==> src/rtl/slp_pkg.sv <==
package slp_pkg;
  typedef enum logic [2:0] {
    ST_RUN   = 3'd0,
    ST_WAIT  = 3'd1,
    ST_STOP  = 3'd2,
    ST_SLEEP = 3'd3,
    ST_WAKE  = 3'd4
  } slp_state_e;
endpackage

==> src/rtl/slp_ctrl.sv <==
module slp_ctrl
  import slp_pkg::*;
#(
  parameter int SETTLE = 16
) (
  input  logic       clk,
  input  logic       rst,
  input  logic       sleep_req,
  input  logic       insn_bound,
  input  logic       wake_any,
  output slp_state_e state_q,
  output slp_state_e state_d,
  output logic       flag_q
);
  localparam int SW = (SETTLE > 1) ? $clog2(SETTLE) : 1;
  localparam logic [SW-1:0] SETTLE_LAST = SW'(SETTLE - 1);

  logic [SW-1:0] settle_q, settle_d;
  logic          flag_d;

  always_comb begin
    state_d  = state_q;
    flag_d   = flag_q;
    settle_d = settle_q;
    case (state_q)
      ST_RUN: begin
        if (sleep_req) begin
          state_d = ST_WAIT;
          flag_d  = 1'b1;
        end
      end
      ST_WAIT: begin
        if (wake_any) begin
          state_d = ST_RUN;
          flag_d  = 1'b0;
        end else if (insn_bound) begin
          state_d = ST_STOP;
        end
      end
      ST_STOP: begin
        if (wake_any) begin
          state_d = ST_RUN;
          flag_d  = 1'b0;
        end else begin
          state_d = ST_SLEEP;
        end
      end
      ST_SLEEP: begin
        if (wake_any) begin
          state_d  = ST_WAKE;
          settle_d = '0;
        end
      end
      ST_WAKE: begin
        if (settle_q == SETTLE_LAST) begin
          state_d = ST_RUN;
          flag_d  = 1'b0;
        end else begin
          settle_d = settle_q + 1'b1;
        end
      end
      default: begin
        state_d = ST_RUN;
        flag_d  = 1'b0;
      end
    endcase
  end

  always_ff @(posedge clk) begin
    if (rst) begin
      state_q  <= ST_RUN;
      flag_q   <= 1'b0;
      settle_q <= '0;
    end else begin
      state_q  <= state_d;
      flag_q   <= flag_d;
      settle_q <= settle_d;
    end
  end
endmodule

==> src/rtl/slp_refresh.sv <==
module slp_refresh
  import slp_pkg::*;
#(
  parameter int REFR_PERIOD = 64,
  parameter int REFR_LEN    = 2
) (
  input  logic       clk,
  input  logic       rst,
  input  slp_state_e state_q,
  input  logic       slow_tick,
  output logic       refr_on_d
);
  localparam int CW = (REFR_PERIOD > 1) ? $clog2(REFR_PERIOD) : 1;
  localparam logic [CW-1:0] CNT_LAST = CW'(REFR_PERIOD - 1);
  localparam logic [CW-1:0] ON_FROM  = CW'(REFR_PERIOD - REFR_LEN);

  logic [CW-1:0] cnt_q, cnt_d;

  always_comb begin
    if (state_q != ST_SLEEP) begin
      cnt_d = '0;
    end else if (slow_tick) begin
      cnt_d = (cnt_q == CNT_LAST) ? '0 : cnt_q + 1'b1;
    end else begin
      cnt_d = cnt_q;
    end
  end

  assign refr_on_d = (cnt_d >= ON_FROM);

  always_ff @(posedge clk) begin
    if (rst) cnt_q <= '0;
    else     cnt_q <= cnt_d;
  end
endmodule

==> src/rtl/slp_seq_top.sv <==
module slp_seq_top
  import slp_pkg::*;
#(
  parameter int N_WAKE      = 4,
  parameter int REFR_PERIOD = 64,
  parameter int REFR_LEN    = 2,
  parameter int SETTLE      = 16
) (
  input  logic              clk,
  input  logic              rst,
  input  logic              sleep_req,
  input  logic              insn_bound,
  input  logic [N_WAKE-1:0] wake_irq,
  input  logic              slow_tick,
  output logic              cpu_stop,
  output logic              fosc_pd,
  output logic              flash_pd,
  output logic              vref_pd,
  output logic              sleep_flag
);
  slp_state_e state_q, state_d;
  logic       wake_any, refr_on_d;

  assign wake_any = |wake_irq;

  slp_ctrl #(.SETTLE(SETTLE)) i_ctrl (
    .clk(clk), .rst(rst), .sleep_req(sleep_req), .insn_bound(insn_bound),
    .wake_any(wake_any), .state_q(state_q), .state_d(state_d),
    .flag_q(sleep_flag)
  );

  slp_refresh #(.REFR_PERIOD(REFR_PERIOD), .REFR_LEN(REFR_LEN)) i_refr (
    .clk(clk), .rst(rst), .state_q(state_q), .slow_tick(slow_tick),
    .refr_on_d(refr_on_d)
  );

  always_ff @(posedge clk) begin
    if (rst) begin
      cpu_stop <= 1'b0;
      fosc_pd  <= 1'b0;
      flash_pd <= 1'b0;
      vref_pd  <= 1'b0;
    end else begin
      cpu_stop <= (state_d == ST_STOP) || (state_d == ST_SLEEP) || (state_d == ST_WAKE);
      fosc_pd  <= (state_d == ST_SLEEP);
      flash_pd <= (state_d == ST_SLEEP) || (state_d == ST_WAKE);
      vref_pd  <= (state_d == ST_SLEEP) && !refr_on_d;
    end
  end
endmodule

==> config.mk <==
export PLATFORM = sky130hd
export DESIGN_NAME = slp_seq_top
export DESIGN_NICKNAME = d
export VERILOG_FILES = /design/src/rtl/slp_pkg.sv /design/src/rtl/slp_ctrl.sv /design/src/rtl/slp_refresh.sv /design/src/rtl/slp_seq_top.sv
export SDC_FILE = /design/constraint.sdc
export NUM_CORES = 1
export LEC_CHECK = 0
export ABC_CLOCK_PERIOD_IN_PS = 2000
export BUFFER_PORTS_ARGS = -buffer_cell sky130_fd_sc_hd__buf_2
export CAP_MARGIN = 10
export CORE_MARGIN = 5
export CORE_UTILIZATION = 48
export CTS_CLUSTER_DIAMETER = 120
export CTS_CLUSTER_SIZE = 16
export DETAILED_ROUTE_END_ITERATION = 16
export GPL_TIMING_DRIVEN = 0
export PLACE_DENSITY_LB_ADDON = 0.05
export SLEW_MARGIN = 10
export SYNTH_ARGS = -nofsm -noshare
export SYNTH_HDL_FRONTEND = slang
export SYNTH_SLANG_ARGS = --single-unit
==> constraint.sdc <==
create_clock -name clk -period 2 [get_ports clk]
set_input_delay 0.4 -clock clk [delete_from_list [all_inputs] [get_ports clk]]
set_output_delay 0.4 -clock clk [all_outputs]
set_load 0.01 [all_outputs]
==> reports/metrics.yaml, run 1 <==
outcome:
  run_status: "finished clean"
die:
  die_w_um: 52.5
  rows: 15
  ioPinCount: 14
  die_area_sq_um: 2760
  die_h_um: 52.5
  coreArea_sq_um: 1730
  initial_core_util: 0.502
detailed_routing:
  dr.pass1.iters: 4
  drtIter0Drc: 16
  wl_um: 1470
  vias: 704
  wire_per_inst_um: 10.8
  ant_nets: 0
  drc_errors: 0
  viasPerCell: 5.18
yosys:
  avgSynthCellArea_sq_um: 9.03
  ys_seq_elements: 18
  yosysSeqAreaShare: 0.416
  ys_top_cells_by_area: "dfxtp_1 (42%), xor2_1 (5.1%), nor2_1 (4.3%)"
  yosys.area.top_type: "dfxtp_1"
  syn_nets: 107
  synth_area_sq_um: 867
  yosysTopAreaCellShare: 0.416
  synthCells: 96
  ys_types: 35
  synth_warnings: 0
setup_path:
  crit_path_max_fanout: 5
  cp-start-kind: "input port"
  rr_endpoint: "flash_pd"
  endpoint_kind: "flip-flop"
  required_ns: 2.23
  timing.rr.start: "i_ctrl.state_q[1]"
  worstSetupPathType: "input port to flip-flop"
  rrSetupSlack_ns: 0.33
  reg2reg_depth: 5
  worstPathArrival_ns: 2.09
sta:
  fin_worst_skew_ns: 0.00330
  setup_viol_count_final: 0
  hold_viol: 0
  fmax_mhz: 535
  max_slew_margin: 0.699
  tightest_slew_ns: 0.451
  finalCriticalPeriod_ns: 1.87
  fin_ws_ns: 0.131
  fin_crit_sh: 0.934
  maxSlewViolCount: 0
  setup_tns_ns: 0
  rsz0062_at_grt: "no"
power:
  power.density_nw_per_um2: 570
  ir_worst_vdd_mv: 0.411
  power_mw: 0.559
  p_leak_nw: 0.396
cells_and_area:
  final_nets: 124
  layout.area.seq_sq_um: 360
  areaGrowthSynthToFinish_pct: 13.1
  final_util: 0.568
  drive_above_1_share: 0.207
  nFillCells: 164
  diodes: 0
  multi_input_area_sq_um: 475
min_path:
  hold_end: "i_ctrl.flag_q"
  min_path_type: "input port to flip-flop"
  hold_depth: 2
  hp-start: "rst"
clocking:
  cts_resized: 0
  clk_latency_ns: 0.28
  ctsHoldBuffers: 0
  clock_sinks: 18
  numCtsBuffers: 3
  tritoncts: "done"
  clk_path_buf_depth: 2
  path_clk_slew_ns: 0.09
  clockRootBuffer: "clkbuf_4"
  postCtsSetupBuffers: 0
  cts_max_level: 1
placed_design:
  gp_congestion: 0.758
  pre_cts_ws_ns: -0.165
  dpl.hpwl_um: 1140
  io_buffer_count: 12
grt:
  grt_max_degree: 11
  grt_overflow: 0
  grt.total_usage: 0.123
  grt_pass1_vias: 610
  grt_pass1_wl_um: 2520
  antenna_found_initial: 0
run:
  drv_cap: 0
[flip-flops by register name, indices dropped and copies added, names as in the netlist]
name and count:
cpu_stop 1, fosc_pd 1, vref_pd 1, i_ctrl.state_q 3
i_ctrl.settle_q 4, flash_pd 1, i_refr.cnt_q 6, i_ctrl.flag_q 1
[cells in the final DEF, fill, tap and decap left out, types with 3 or more instances in the layout]
cell type	Yosys	final
clkbuf_1	3	3
nand3_1	4	4
inv_1	4	4
clkbuf_4	0	3
xor2_1	5	5
nand2_1	3	3
a21oi_1	6	6
or3_1	4	4
buf_2	1	13
dfxtp_1	18	18
nor2_1	10	10
o21ai_0	7	7
[worst max path at each step]
stage / startpoint / end / slack [ns] / depth (start not counted)
finish: wake_irq[1] / vref_pd / 0.13 / 6
global route: wake_irq[1] / vref_pd / 0.04 / 6
CTS: wake_irq[1] / vref_pd / 0.13 / 6
detailed placement: wake_irq[1] / vref_pd / -0.16 / 6
global placement: wake_irq[1] / vref_pd / -0.16 / 6
floorplan: wake_irq[1] / vref_pd / 0.02 / 5
[logic make-up (layout without fill, tap and decap cells)]
group                      after synthesis  after routing  share of synthesized area
adders and majority gates                2              2                     0.0289
muxes                                    2              2                     0.0231
and+or+nand+nor                         36             36                      0.231
buffers and inverters                    8             23                     0.0361
DFF                                     18             18                      0.416
AOI/OAI and AO/OA                       23             23                      0.195
xor gates and xnor gates                 7              7                     0.0707
[final cells by class]
cell class              count  share of cell area
multi-input cells          70               0.485
flip-flops and latches     18               0.367
clock buffers               3              0.0230
repair buffers             12              0.0612
well taps                  25              0.0319
inverters                   4              0.0153
plain buffers               4              0.0166
[stage by stage]
step | cells | hold WS (ns) | area [sq um]
2_1_floorplan | 96 | 0.456 | 867
3_3_place_gp | 133 | 0.457 | 958
3_5_place_dp | 133 | 0.469 | 958
4_1_cts | 136 | 0.364 | 981
5_1_grt | 136 | 0.379 | 981
6_report | 136 | 0.369 | 981
[synth_stat cells]
cell type and count:
a21oi_1 6, nand2_1 3, or2_2 1, and2_1 1
nand2b_1 2, xnor2_1 2, a32oi_2 1, xor2_1 5
nor2_1 10, ha_1 2, and3_1 2, mux2i_1 2
a211oi_4 1, or4_4 1, or4_1 1, or3_1 4
nor4_1 1, a221oi_1 1, a31o_2 1, buf_2 1
inv_1 4, and3b_1 2, nor3_1 2, o31a_1 1
o21ai_0 7, dfxtp_1 18, and4_1 1, nand3b_1 1
nand3_1 4, a21o_2 1, a32oi_1 1, clkbuf_1 3
o22a_2 1, o22ai_1 1, a21boi_0 1
[metal layers]
metal	wire, um	global-route usage
met5	0	0
met4	12	0.0383
met3	69	0.0427
met2	632	0.188
met1	757	0.161
[power breakdown]
group,leakage [nW],internal [mW],total (mW),switching [mW]
registers,0.145,0.361,0.364,0.00275
logic,0.237,0.0149,0.0309,0.0160
clock network,0.0138,0.0697,0.164,0.0946
total,0.396,0.446,0.559,0.113
[worst max-delay path: stages]
cell	delay (ns)
buf_2	0.09
or4_1	0.49
buf_2	0.16
or4_4	0.51
a211oi_4	0.26
o31a_1	0.17
Power figures use the tool's default switching activity.
==> inputs of run 2 (changes only) <==
ABC_CLOCK_PERIOD_IN_PS = 1800   (was 2000)
CORE_UTILIZATION = 57   (was 48)
CTS_BUF_LIST = sky130_fd_sc_hd__clkbuf_2   (was unset)
clock period = 1.8 ns   (was 2 ns; I/O delays follow)
==> reports/metrics.yaml, run 2 (synthesized netlist as in run 1, its figures left out) <==
outcome:
  run_status: "finished clean"  # unchanged
sta:
  fmax_mhz: 574
  tightest_slew_ns: 0.507  # was 0.451 ns
  fin_worst_skew_ns: 0.00240  # was 0.00330 ns
  hold_viol: 0  # unchanged
  maxSlewViolCount: 0  # unchanged
  fin_crit_sh: 0.968
  max_slew_margin: 0.662  # was 0.699
  setup_viol_count_final: 0  # unchanged
  finalCriticalPeriod_ns: 1.74
  holdWs_ns: 0.297  # was 0.369 ns
  rsz0062_at_grt: "no"  # unchanged
setup_path:
  required_ns: 2.05  # was 2.23 ns
  cp-start-kind: "input port"  # unchanged
  worstPathArrival_ns: 2.00  # was 2.09 ns
  worstSetupPathType: "input port to flip-flop"  # unchanged
  endpoint_kind: "flip-flop"  # unchanged
  crit_path_max_fanout: 5  # unchanged
power:
  power_mw: 0.607  # was 0.559 mW
  ir_worst_vdd_mv: 0.461  # was 0.411 mV
  p_leak_nw: 0.403  # was 0.396 nW
  p_comb_frac: 0.059  # was 0.055
  power.density_nw_per_um2: 617  # was 570 nW/um^2
  p_seq_frac: 0.668  # was 0.651
  p_int_mw: 0.465  # was 0.446 mW
  p_clk_frac: 0.273  # was 0.294
  p_sw_mw: 0.142  # was 0.113 mW
  switching_share: 0.233  # was 0.203
clocking:
  clock_sinks: 18  # unchanged
  tritoncts: "done"  # unchanged
  clockRootBuffer: "clkbuf_2"  # was clkbuf_4
  clk_path_buf_depth: 2  # unchanged
  clk_latency_ns: 0.30  # was 0.28 ns
  numCtsBuffers: 3  # unchanged
  cts_max_level: 1  # unchanged
  path_clk_slew_ns: 0.16  # was 0.09 ns
placed_design:
  io_buffer_count: 12  # unchanged
  gp_congestion: 0.815  # was 0.758
  dp.cells: 124  # was 133
  dpl.hpwl_um: 1130  # was 1140 um
min_path:
  min_path_type: "input port to flip-flop"  # unchanged
cells_and_area:
  regMostFlops: "i_refr.cnt_q"  # unchanged
  mostFrequentLayoutCells: "dfxtp_1 (18), buf_2 (12), nor2_1 (10), o21ai_0 (7), a21oi_1 (6)"  # was dfxtp_1 (18), buf_2 (13), nor2_1 (10), o21ai_0 (7), a21oi_1 (6)
  instances_no_fill: 127  # was 136
  top_regs: "i_refr.cnt_q (6), i_ctrl.settle_q (4), i_ctrl.state_q (3)"  # unchanged
  final_nets: 124  # unchanged
  drive_above_1_share: 0.216  # was 0.207
  areaGrowthSynthToFinish_pct: 13.4  # was 13.1%
  final_common_cell: "dfxtp_1"  # unchanged
  diodes: 0  # unchanged
  largest_reg_flops: 6  # unchanged
detailed_routing:
  wl_um: 1540  # was 1470 um
  drtIter0Drc: 11  # was 16
  drc_errors: 0  # unchanged
  wire_per_inst_um: 12.1  # was 10.8 um
  ant_nets: 0  # unchanged
  viasPerCell: 5.62  # was 5.18
  vias: 714  # was 704
  dr.pass1.iters: 4  # unchanged
die:
  rows: 14  # was 15
  die_w_um: 49  # was 52.5 um
  die_h_um: 49  # was 52.5 um
  die_area_sq_um: 2400  # was 2760 sq um
  initial_core_util: 0.589  # was 0.502
  coreArea_sq_um: 1470  # was 1730 sq um
  ioPinCount: 14  # unchanged
grt:
  grt_pass1_vias: 631  # was 610
  grt_overflow: 0  # unchanged
  grt.total_usage: 0.137  # was 0.123
  grt_max_degree: 11  # unchanged
  antenna_found_initial: 0  # unchanged
  grt_pass1_wl_um: 2620  # was 2520 um
run:
  drv_cap: 0  # unchanged
[run 2: cell count changes in the layout (fill, tap and decap cells not counted)]
| cell | before | now |
|---|---|---|
| a32oi_4 | 0 | 1 |
| buf_4 | 0 | 1 |
| buf_6 | 0 | 1 |
| clkbuf_4 | 3 | 0 |
| buf_2 | 13 | 12 |
| a32oi_2 | 1 | 0 |
| clkbuf_2 | 0 | 3 |
| clkbuf_1 | 3 | 2 |
[run 2: final timing paths]
| kind | startpoint | to | slack, ns | cells after the start |
|---|---|---|---|---|
| max | wake_irq[1] | vref_pd | 0.06 | 6 |
| min | rst | i_ctrl.flag_q | 0.30 | 2 |
| max reg2reg | i_ctrl.state_q[2] | vref_pd | 0.14 | 4 |
| min reg2reg | i_ctrl.flag_q | i_ctrl.flag_q | 0.48 | 2 |
[run 2: layout make-up]
cell class | instances | area, sq um
fill | 136 | 488
multi-input combinational | 70 | 487
sequential | 18 | 360
timing repair buffer | 13 | 67.6
tap | 16 | 20.0
buffer | 3 | 18.8
clock buffer | 3 | 15.0
inverter | 4 | 15.0
[run 2: power by group through the flow]
stage | clock network (mW) | logic [mW] | registers [mW]
after detailed placement | 0 | 0.0345 | 0.414
after CTS | 0.170 | 0.0346 | 0.405
final | 0.165 | 0.0358 | 0.405
after global placement | 0 | 0.0338 | 0.414
after floorplan | 0 | 0.0196 | 0.414
after global routing | 0.196 | 0.0394 | 0.407
[run 2: routing by layer]
layer	wire length, um	global-route usage	vias up	share of wire
met1	777	0.176	323	0.50
met2	671	0.213	13	0.44
met5	0	0	-	0
met3	84	0.0398	2	0.054
met4	8	0.0538	0	0.0052
li1	-	-	376	-
[run 2: worst max-delay path, cell delays in order]
cell      delay [ns]
buf_2           0.09
or4_1           0.54
buf_6           0.15
or4_4           0.43
a211oi_4        0.25
o31a_1          0.17
[run 2: per-stage QoR]
step	cell area (sq um)	setup WS, ns	TNS (ns)	utilization
3_3_place_gp	947	-0.257	-0.750	0.644
3_5_place_dp	947	-0.268	-0.899	0.644
2_1_floorplan	867	-0.0881	-0.155	-
4_1_cts	962	0.0549	0	0.654
5_1_grt	983	0.00302	0	0.668
6_report	983	0.0570	0	0.668
[run 2: what timing repair did]
action / in CTS / in global routing
buffers inserted: 0 / 1
resized for setup: 0 / 4
hold buffers: 0 / 0
setup endpoints to repair: 0 / 2
